**src/rtl/retStackPkg.sv**
```systemverilog
package retStackPkg;
  typedef enum logic [1:0] {
    SEL_PTR  = 2'd0,
    SEL_LO   = 2'd1,
    SEL_HI   = 2'd2,
    SEL_STAT = 2'd3
  } regSel_e;

  typedef struct packed {
    logic entryWr;
    logic loWr;
    logic hiWr;
  } dataStrobe_t;
endpackage

```
**src/rtl/retStackData.sv**
```systemverilog
module retStackData
  import retStackPkg::*;
#(
  parameter int DEPTH = 16,
  parameter int PC_W  = 15,
  localparam int IDX_W = $clog2(DEPTH)
) (
  input  logic             clk,
  input  logic             rstN,
  input  dataStrobe_t      strobe,
  input  logic [IDX_W-1:0] wrIdx,
  input  logic [IDX_W-1:0] rdIdx,
  input  logic [PC_W-1:0]  pushPc,
  input  logic [7:0]       byteData,
  output logic [PC_W-1:0]  rdEntry
);
  localparam int HI_W = PC_W - 8;

  logic [PC_W-1:0] storage [DEPTH];

  always_ff @(posedge clk or negedge rstN) begin
    if (!rstN) begin
      for (int i = 0; i < DEPTH; i++) storage[i] <= '0;
    end else if (strobe.entryWr) begin
      storage[wrIdx] <= pushPc;
    end else if (strobe.loWr) begin
      storage[wrIdx][7:0] <= byteData;
    end else if (strobe.hiWr) begin
      storage[wrIdx][PC_W-1:8] <= byteData[HI_W-1:0];
    end
  end

  assign rdEntry = storage[rdIdx];

  AST_ENTRY_WRITTEN: assert property (@(posedge clk) disable iff (!rstN)
    strobe.entryWr |=> storage[$past(wrIdx)] == $past(pushPc));
endmodule

```
**src/rtl/retStackCtrl.sv**
```systemverilog
module retStackCtrl
  import retStackPkg::*;
#(
  parameter int DEPTH = 16,
  localparam int IDX_W = $clog2(DEPTH),
  localparam int PTR_W = IDX_W + 1
) (
  input  logic             clk,
  input  logic             rstN,
  input  logic             pushReq,
  input  logic             popReq,
  input  logic             rstOnFault,
  input  logic             debugMode,
  input  logic             regWrEn,
  input  logic [1:0]       regSel,
  input  logic [7:0]       regWrData,
  output dataStrobe_t      strobe,
  output logic [IDX_W-1:0] wrIdx,
  output logic [PTR_W-1:0] ptr,
  output logic [2:0]       status,
  output logic             pcResetReq,
  output logic             breakReq
);
  localparam logic [PTR_W-1:0] EMPTY = '1;
  localparam logic [PTR_W-1:0] LAST  = PTR_W'(DEPTH - 1);

  logic stackOp, doPush, doPop, swWr;
  logic [PTR_W-1:0] ptrInc, ptrDec;
  logic ovfEv, unfEv, fault, takeReset, takeBreak;
  logic ovfFlag, unfFlag, causeFlag;
  logic [2:0] clrMask;

  assign stackOp   = pushReq | popReq;
  assign doPush    = pushReq;
  assign doPop     = popReq & ~pushReq;
  assign swWr      = regWrEn & ~stackOp;
  assign ptrInc    = ptr + PTR_W'(1);
  assign ptrDec    = ptr - PTR_W'(1);
  assign ovfEv     = doPush & ptrInc[PTR_W-1];
  assign unfEv     = doPop & (ptr == EMPTY);
  assign fault     = ovfEv | unfEv;
  assign takeReset = fault & rstOnFault & ~debugMode;
  assign takeBreak = fault & rstOnFault & debugMode;
  assign clrMask   = (swWr && regSel == SEL_STAT) ? regWrData[2:0] : 3'b000;

  always_comb begin
    strobe.entryWr = doPush;
    strobe.loWr    = swWr && (regSel == SEL_LO);
    strobe.hiWr    = swWr && (regSel == SEL_HI);
    wrIdx          = doPush ? ptrInc[IDX_W-1:0] : ptr[IDX_W-1:0];
  end

  always_ff @(posedge clk or negedge rstN) begin
    if (!rstN) begin
      ptr <= EMPTY;
    end else if (takeReset) begin
      ptr <= EMPTY;
    end else if (doPush) begin
      ptr <= ptrInc;
    end else if (doPop) begin
      ptr <= ptrDec;
    end else if (swWr && regSel == SEL_PTR) begin
      ptr <= regWrData[PTR_W-1:0];
    end
  end

  always_ff @(posedge clk or negedge rstN) begin
    if (!rstN) begin
      ovfFlag    <= 1'b0;
      unfFlag    <= 1'b0;
      causeFlag  <= 1'b0;
      pcResetReq <= 1'b0;
      breakReq   <= 1'b0;
    end else begin
      ovfFlag    <= ovfEv | (ovfFlag & ~clrMask[0]);
      unfFlag    <= unfEv | (unfFlag & ~clrMask[1]);
      causeFlag  <= takeReset | (causeFlag & ~clrMask[2]);
      pcResetReq <= takeReset;
      breakReq   <= takeBreak;
    end
  end

  assign status = {causeFlag, unfFlag, ovfFlag};

  AST_PUSH_STEP: assert property (@(posedge clk) disable iff (!rstN)
    (pushReq && !takeReset) |=> ptr == $past(ptr) + PTR_W'(1));
  AST_POP_STEP: assert property (@(posedge clk) disable iff (!rstN)
    (popReq && !pushReq && !takeReset) |=> ptr == $past(ptr) - PTR_W'(1));
  AST_OVF_FLAG: assert property (@(posedge clk) disable iff (!rstN)
    (pushReq && ptr == LAST) |=> ovfFlag);
  AST_UNF_FLAG: assert property (@(posedge clk) disable iff (!rstN)
    (popReq && !pushReq && ptr == EMPTY) |=> unfFlag);
  AST_RESET_EMPTIES: assert property (@(posedge clk) disable iff (!rstN)
    pcResetReq |-> ptr == EMPTY);
  AST_BREAK_NOT_RESET: assert property (@(posedge clk) disable iff (!rstN)
    !(pcResetReq && breakReq));
  AST_OVF_STICKY: assert property (@(posedge clk) disable iff (!rstN)
    (ovfFlag && !clrMask[0]) |=> ovfFlag);
endmodule

```
**src/rtl/retStack.sv**
```systemverilog
module retStack
  import retStackPkg::*;
#(
  parameter int DEPTH = 16,
  parameter int PC_W  = 15
) (
  input  logic            clk,
  input  logic            rstN,
  input  logic            pushReq,
  input  logic            popReq,
  input  logic [PC_W-1:0] pushPc,
  output logic [PC_W-1:0] topPc,
  input  logic            rstOnFault,
  input  logic            debugMode,
  input  logic            regWrEn,
  input  logic [1:0]      regSel,
  input  logic [7:0]      regWrData,
  output logic [7:0]      regRdData,
  output logic            pcResetReq,
  output logic            breakReq
);
  localparam int IDX_W = $clog2(DEPTH);
  localparam int PTR_W = IDX_W + 1;
  localparam int HI_W  = PC_W - 8;

  dataStrobe_t      strobe;
  logic [IDX_W-1:0] wrIdx;
  logic [PTR_W-1:0] ptr;
  logic [2:0]       status;

  retStackCtrl #(.DEPTH(DEPTH)) i_ctrl (
    .clk(clk), .rstN(rstN), .pushReq(pushReq), .popReq(popReq),
    .rstOnFault(rstOnFault), .debugMode(debugMode),
    .regWrEn(regWrEn), .regSel(regSel), .regWrData(regWrData),
    .strobe(strobe), .wrIdx(wrIdx), .ptr(ptr), .status(status),
    .pcResetReq(pcResetReq), .breakReq(breakReq)
  );

  retStackData #(.DEPTH(DEPTH), .PC_W(PC_W)) i_data (
    .clk(clk), .rstN(rstN), .strobe(strobe), .wrIdx(wrIdx),
    .rdIdx(ptr[IDX_W-1:0]), .pushPc(pushPc), .byteData(regWrData),
    .rdEntry(topPc)
  );

  always_comb begin
    unique case (regSel)
      SEL_PTR:  regRdData = 8'(ptr);
      SEL_LO:   regRdData = topPc[7:0];
      SEL_HI:   regRdData = 8'(topPc[PC_W-1:8]);
      default:  regRdData = {5'b0, status};
    endcase
  end
endmodule

```
**config.mk**
```make
export PLATFORM = sky130hd
export DESIGN_NAME = retStack
export DESIGN_NICKNAME = d
export VERILOG_FILES = /design/src/rtl/retStackPkg.sv /design/src/rtl/retStackData.sv /design/src/rtl/retStackCtrl.sv /design/src/rtl/retStack.sv
export SDC_FILE = /design/constraint.sdc
export NUM_CORES = 1
export LEC_CHECK = 0
export BUFFER_PORTS_ARGS = -buffer_cell sky130_fd_sc_hd__buf_2
export CELL_PAD_IN_SITES_DETAIL_PLACEMENT = 0
export CELL_PAD_IN_SITES_GLOBAL_PLACEMENT = 1
export CORE_UTILIZATION = 30
export CTS_BUF_LIST = sky130_fd_sc_hd__clkbuf_16
export CTS_CLUSTER_DIAMETER = 50
export CTS_CLUSTER_SIZE = 25
export DETAILED_ROUTE_END_ITERATION = 10
export PLACE_DENSITY = 0.48
export SLEW_MARGIN = 20
export SYNTH_ARGS = -nofsm -noshare
export SYNTH_HDL_FRONTEND = slang
export SYNTH_SLANG_ARGS = --single-unit
```
**constraint.sdc**
```tcl
create_clock -name clk -period 7.9 [get_ports clk]
set_clock_uncertainty 0.15 [all_clocks]
set_input_delay 0.79 -clock clk [delete_from_list [all_inputs] [get_ports clk]]
set_output_delay 0.79 -clock clk [all_outputs]
set_load 0.02 [all_outputs]
```
### Yosys cells after proc, flatten, opt, wreduce, memory -nomap -nowiden

Cells that the tools add are included.

| storage, ports and cells | value |
|---|---|
| bits in registers | 250 |
| bits of input ports | 32 |
| output and inout port bits | 25 |
| word-level logic and storage cells | 84 |

| operators by class | value |
|---|---|
| add/sub/neg operators | 2 |
| $lt $le $gt $ge | 3 |
| equality and inequality tests | 4 |
| multiplexer cells | 22 |
| bitwise gates (word level) | 23 |
| reduce and logical (&&, ||, !) cells | 8 |

Operators by type and width:

| cell | count |
|---|---|
| 240-bit bitwise mux | 3 |
| 240-bit 2-to-1 mux | 3 |
| 15-bit demux with 4-bit select | 3 |
| 15-bit binary-select mux with 4-bit select | 1 |
| 15-bit 2-to-1 mux | 4 |
| 8-bit one-hot mux with 3 select lines | 1 |
| 5-bit 2-to-1 mux | 4 |
| 1-bit bitwise AND | 10 |
| 5-bit >= comparator (second input constant) | 2 |
| 4-bit NOT with 5-bit output | 2 |
| 8-bit 2-to-1 mux | 1 |
| 1-bit NOT | 6 |
| 5-bit by 1-bit adder with 5-bit output (second input constant) | 1 |
| 5-bit equality test (second input constant) | 1 |
| 1-bit logical AND | 5 |
| 5-bit by 1-bit less-than comparator with 1-bit output (second input constant) | 1 |
| 1-bit bitwise OR | 5 |
| 5-bit by 1-bit subtractor with 5-bit output (second input constant) | 1 |
| 2-bit equality test (second input constant) | 2 |
| 4-bit 2-to-1 mux | 1 |
| 4-bit nonzero test | 1 |
| 3-bit 2-to-1 mux | 1 |
| 3-bit nonzero test | 1 |
| 2-bit by 1-bit equality test with 1-bit output (second input constant) | 1 |
| 2-bit logical NOT | 1 |

### Logic depth before layout (Yosys ltp)

| logic depth | value |
|---|---|
| depth after elaboration | 11 |
| mapped depth | 11 |
| gate-level depth less buffers | 8 |

### Modules after synthesis

Synthesis repeated with hierarchy kept, for this count alone.

| unflattened totals | value |
|---|---|
| cell total of the unflattened synthesis | 810 |
| area, all modules | 12286.8 µm² |

Modules (own cells, without submodules):

| module | instances | cells an instance | area an instance (µm²) | seq. area each (µm²) |
|---|---|---|---|---|
| retStackData | 1 | 716 | 11385.9 | 6005.8 |
| retStackCtrl | 1 | 81 | 745.7 | 256.5 |
| retStack | 1 | 13 | 155.1 | 0.0 |

### Worst setup path after synthesis

OpenSTA, ideal clock, no wires.

| timing | value |
|---|---|
| path kind | register to output |
| start point | register i_ctrl.ptr[1] |
| end point | output regRdData[3] |
| arrival time | 2.212 ns |
| data required time | 6.960 ns |
| slack | 4.748 ns |
| stages on the path, launching flop included | 8 |
| path buffers | 3 |
| cell sequence | dfstp_2 buf_2 buf_2 buf_2 mux4_2 o22ai_1 o22ai_1 a221o_1 |

| between the ends | value |
|---|---|
| longest elaborated chain between the ends | 5 |

RTL lines:

| what | RTL line | text |
|---|---|---|
| start, declared | retStackCtrl.sv:19 | `output logic [PTR_W-1:0] ptr,` |
| start signal, assigned | retStackCtrl.sv:59 | `ptr <= ptrInc;` |
| start signal, assigned | retStackCtrl.sv:61 | `ptr <= ptrDec;` |
| start signal, assigned | retStackCtrl.sv:63 | `ptr <= regWrData[PTR_W-1:0];` |
| 4-bit NOT with 5-bit output (implied by the code) | retStackData.sv:33 | `assign rdEntry = storage[rdIdx];` |
| 15-bit binary-select mux with 4-bit select | retStackData.sv:33 |  |
| 15-bit 2-to-1 mux (implied by the code) (2 in a row) | retStackData.sv:33 |  |
| named net topPc[11] | retStack.sv:12 | `output logic [PC_W-1:0] topPc,` |
| 8-bit one-hot mux with 3 select lines | retStack.sv:46 | `unique case (regSel)` |
| end, declared | retStack.sv:18 | `output logic [7:0] regRdData,` |

The timed path passes the listed nets, and every way through them passes these cells. The select of a mux whose other input is x is not followed.

### Final worst setup path

| timing | value |
|---|---|
| start point | register i_ctrl.ptr[0] |
| end point | output regRdData[4] |

| between the ends | value |
|---|---|
| longest elaborated chain between the ends | 5 |

RTL lines:

| what | RTL line |
|---|---|
| 4-bit NOT with 5-bit output (implied by the code) | retStackData.sv:33 |
| 15-bit binary-select mux with 4-bit select | retStackData.sv:33 |
| 15-bit 2-to-1 mux (implied by the code) (2 in a row) | retStackData.sv:33 |
| 8-bit one-hot mux with 3 select lines | retStack.sv:46 |

No other way between the ends. The select of a mux whose other input is x is not followed.

==> flow_summary_export.csv <==
group,metric,value,unit
outcome,status,"finished with violations",
outcome,violations,"design-rule violations",
power_and_ir_drop,peakVddDrop,0.1850,mV
logic_synthesis,syn-instance-count,963,
sta,fin_tns_setup,0,ps
detailed_routing,dr_total_vias,8088,
detailed_routing,avgRoutedWirePerCell,24.88,µm
setup_path,timing.critical_path.required,6960,ps
cts,tritoncts.num_buffers,39,
logic_synthesis,synth.avg_cell_area,13.08,µm²
detailed_routing,topRoutingLayerUsed,"met4",
sta,worst-slew-pin-transition,1119,ps
finish,drive_gt1_share,39.42,%
cts,sinks_on_the_clock_net,250,
global_route,wire_length_of_the_first_global_routing_pass,58660,µm
run,drv_cap,0,
finish,areaGrowthSynthToFinish,16.93,%
floorplan,design.core.area,41110,µm²
power_and_ir_drop,pwr_density,441.5,nW/µm²
logic_synthesis,post_synth_top_flop,"sky130_fd_sc_hd__dfrtp_1",
finish,layout.area.seq,6266,µm²
finish,number_of_nets_at_the_end_of_the_flow,1045,
global_route,grt_remaining_overflow,0,
cts,clock_tree_from_tritoncts,"yes",
sta,grt_setup_unrepaired,"no",
finish,layout_commonest_cell,"sky130_fd_sc_hd__dfrtp_1",
global_route,grt_max_degree,162,
cts,cts-resized-gates,0,
sta,layout_min_cycle_time,5021,ps
sta,layout_worst_path_cycle_share,63.56,%
cts,cts_buffer_depth,3,
sta,timing_hold_violations_final,0,
setup_path,startpoint_type,"flop",
detailed_routing,detailroute.wirelength.met3,1515,µm
detailed_routing,drc,3,
placement,globalplace.congestion,0.7361,
setup_path,cp_data_arrival_time,4080,ps
finish,multi_input_comb_area,5928,µm²
logic_synthesis,synth_compound_gate_area_share,9.643,%
logic_synthesis,synth-seq-area-share,49.70,%
logic_synthesis,postSynthNetCount,998,
finish,antenna-diode-count,0,
floorplan,chipHeight,206.9,µm
sta,final-setup-viol-count,0,
detailed_routing,wl_met2,17390,µm
cts,number_of_h_tree_levels,2,
logic_synthesis,synth_simple_gate_area_share,6.892,%
logic_synthesis,postSynthRegisterBits,250,
sta,final_max_slew_viol_count,0,
logic_synthesis,synth.cell_area,12600,µm²
floorplan,die_x,206.9,µm
placement,io_buffer_count,56,
placement,post-dp-hpwl,25700,µm
logic_synthesis,synth_xor_area_share,0.1390,%
setup_path,worstPathBufferInverterCount,2,
finish,nFillCells,4082,
logic_synthesis,yosys_warnings,0,
floorplan,die-area,42820,µm²
cts,cts-hold-fix-buffers,0,
detailed_routing,wl_final,39110,µm
setup_path,crit_fanout,40,
cts,clk_latency,550,ps
setup_path,crit_path_end_kind,"output pin",
cts,cts_setup_buffers,0,
setup_path,criticalPathCategory,"flop to output pin",
power_and_ir_drop,static-leakage-power,6.562,nW
power_and_ir_drop,p_total,0.006504,W
global_route,all_layer_gr_usage,19.15,%
setup_path,cp_slowest_stage_delay,940,ps
detailed_routing,detailedRoute.firstIterationViolations,445,
floorplan,number_of_top_level_pins,57,
setup_path,path_depth,6,
detailed_routing,detail_route.wirelength.met1,19080,µm
floorplan,row_count,74,
cts,worst_setup_hold_path_clk_slew,50,ps
global_route,antenna_violations_before_repair,0,
setup_path,startpoint,"i_ctrl.ptr[0]$_DFFE_PN1P_",
setup_path,rr_startpoint,"i_ctrl.ptr[0]$_DFFE_PN1P_",
setup_path,crit_chain,"buf_4 -> mux4_2 -> mux2i_1 -> o22ai_1 -> a221o_1 -> buf_2",
floorplan,initial_utilization,30.65,%
detailed_routing,via_per_inst,5.145,
detailed_routing,first_pass_iters,7,
setup_path,cp_top_family,"multiplexers",
logic_synthesis,synth-adder-area-share,0.2979,%
setup_path,timing.critical_path.slowest_stage_cell,"sky130_fd_sc_hd__dfstp_4",
logic_synthesis,ys_types,66,
sta,timing.slew.headroom,25.30,%
finish,most_frequent_cells_in_the_layout,"245 x sky130_fd_sc_hd__dfrtp_1, 188 x sky130_fd_sc_hd__mux2_2, 66 x sky130_fd_sc_hd__mux2i_1, 55 x sky130_fd_sc_hd__nor2_1, 55 x sky130_fd_sc_hd__buf_2",
logic_synthesis,synth_enable_flop_cells,0,
global_route,first_global_vias,8449,
logic_synthesis,main_combinational_cell_family_by_area_after_synthesis,"multiplexers",
hold_path,timing.hold.worst.class,"input port to async pin",
logic_synthesis,yosys-mux-area-fraction,30.06,%
sta,fmax,199.2,MHz
cts,clk_root_buffer_cell,"sky130_fd_sc_hd__clkbuf_16",
setup_path,worstRegToRegCells,7,
logic_synthesis,asyncSetResetFlopFracSynth,100.0,%
detailed_routing,ant_nets,0,
power breakdown:
| part | switching (W) | leakage, nW | total (W) | internal, W |
|---|---|---|---|---|
| combinational | 0.00130 | 2.71 | 0.00239 | 0.00109 |
| clock | 0.000668 | 0.701 | 0.00190 | 0.00123 |
| sequential | 0.000332 | 3.15 | 0.00221 | 0.00188 |
flip-flops by register name, indices dropped and copies added (netlist names):
signal / count
i_data.storage: 240
i_ctrl.pcResetReq: 1
i_ctrl.ovfFlag: 1
i_ctrl.causeFlag: 1
i_ctrl.unfFlag: 1
i_ctrl.breakReq: 1
i_ctrl.ptr: 5
final cells by class:
cell class	instances	area share (%)
clock buffer	40	6.794
sequential	250	42.53
multi-input combinational	639	40.24
timing repair buffer	70	2.769
clock inverter	31	2.896
tap	532	4.518
inverter	10	0.2548
worst paths after layout:
kind / slack [ps] / end
max: 2880 / regRdData[4]
min: 90 / i_data.storage[196]$_DFFE_PN0P_
max reg2reg: 3910 / i_data.storage[159]$_DFFE_PN0P_
min reg2reg: 330 / i_data.storage[119]$_DFFE_PN0P_
max in group asynchronous: 6080 / i_data.storage[148]$_DFFE_PN0P_
min in group clk: 310 / i_ctrl.breakReq$_DFF_PN0_
worst register-to-register path: cells and delay by family (launching register included):
kind                     cells  cell delay, ps
AO/OA/AOI/OAI                2             320
adder cells (fa/ha/maj)      1             360
buffers and inverters        1             700
flip-flops                   1             940
multiplexers                 1             410
AND/OR/NAND/NOR              2             970
metal layers:
layer	GRT usage (%)	vias up
li1	-	3689
met1	27.55	4188
met2	28.64	155
met3	3.281	56
met4	7.247	0
met5	0	-
synthesized netlist by cell type, types with 8 or more instances:
master | instances | area [µm²]
sky130_fd_sc_hd__a21oi_1 | 39 | 195.2
sky130_fd_sc_hd__a22o_1 | 18 | 157.7
sky130_fd_sc_hd__a22oi_1 | 33 | 247.7
sky130_fd_sc_hd__buf_2 | 23 | 115.1
sky130_fd_sc_hd__buf_4 | 11 | 82.58
sky130_fd_sc_hd__clkbuf_1 | 21 | 78.83
sky130_fd_sc_hd__dfrtp_1 | 245 | 6131
sky130_fd_sc_hd__inv_1 | 9 | 33.78
sky130_fd_sc_hd__mux2_1 | 17 | 191.4
sky130_fd_sc_hd__mux2_2 | 188 | 2117
sky130_fd_sc_hd__mux2_4 | 8 | 120.1
sky130_fd_sc_hd__mux2i_1 | 66 | 660.6
sky130_fd_sc_hd__mux4_2 | 31 | 698.2
sky130_fd_sc_hd__nand2_1 | 39 | 146.4
sky130_fd_sc_hd__nand3_1 | 8 | 40.04
sky130_fd_sc_hd__nor2_1 | 56 | 210.2
sky130_fd_sc_hd__nor2_4 | 9 | 101.4
sky130_fd_sc_hd__nor2b_1 | 8 | 50.05
sky130_fd_sc_hd__o21ai_0 | 16 | 80.08
sky130_fd_sc_hd__o22ai_1 | 10 | 62.56
logic make-up (layout without fill, tap and decap cells):
| logic type | count (synthesis) | count (layout) |
|---|---|---|
| buffers and inverters | 74 | 151 |
| AO/OA/AOI/OAI | 164 | 164 |
| adder cells (fa/ha/maj) | 3 | 3 |
| multiplexers | 310 | 310 |
| AND/OR/NAND/NOR | 160 | 160 |
| XOR/XNOR | 2 | 2 |
| flip-flops | 250 | 250 |
per-stage QoR:
step / instance area, µm² / setup slack (ps) / utilization, % / hold slack [ps] / cells
6_report: 14730 / 2879 / 35.84 / 92.26 / 1572
5_1_grt: 14730 / 2706 / 35.84 / 132.3 / 1572
4_1_cts: 14730 / 2812 / 35.84 / 121.2 / 1572
3_5_place_dp: 13310 / 3420 / 32.37 / 322.1 / 1501
3_3_place_gp: 13310 / 3440 / 32.37 / 316.3 / 1501
2_1_floorplan: 12600 / 4748 / - / 302.4 / 963
Note: power is estimated with default switching activity, not from simulation.
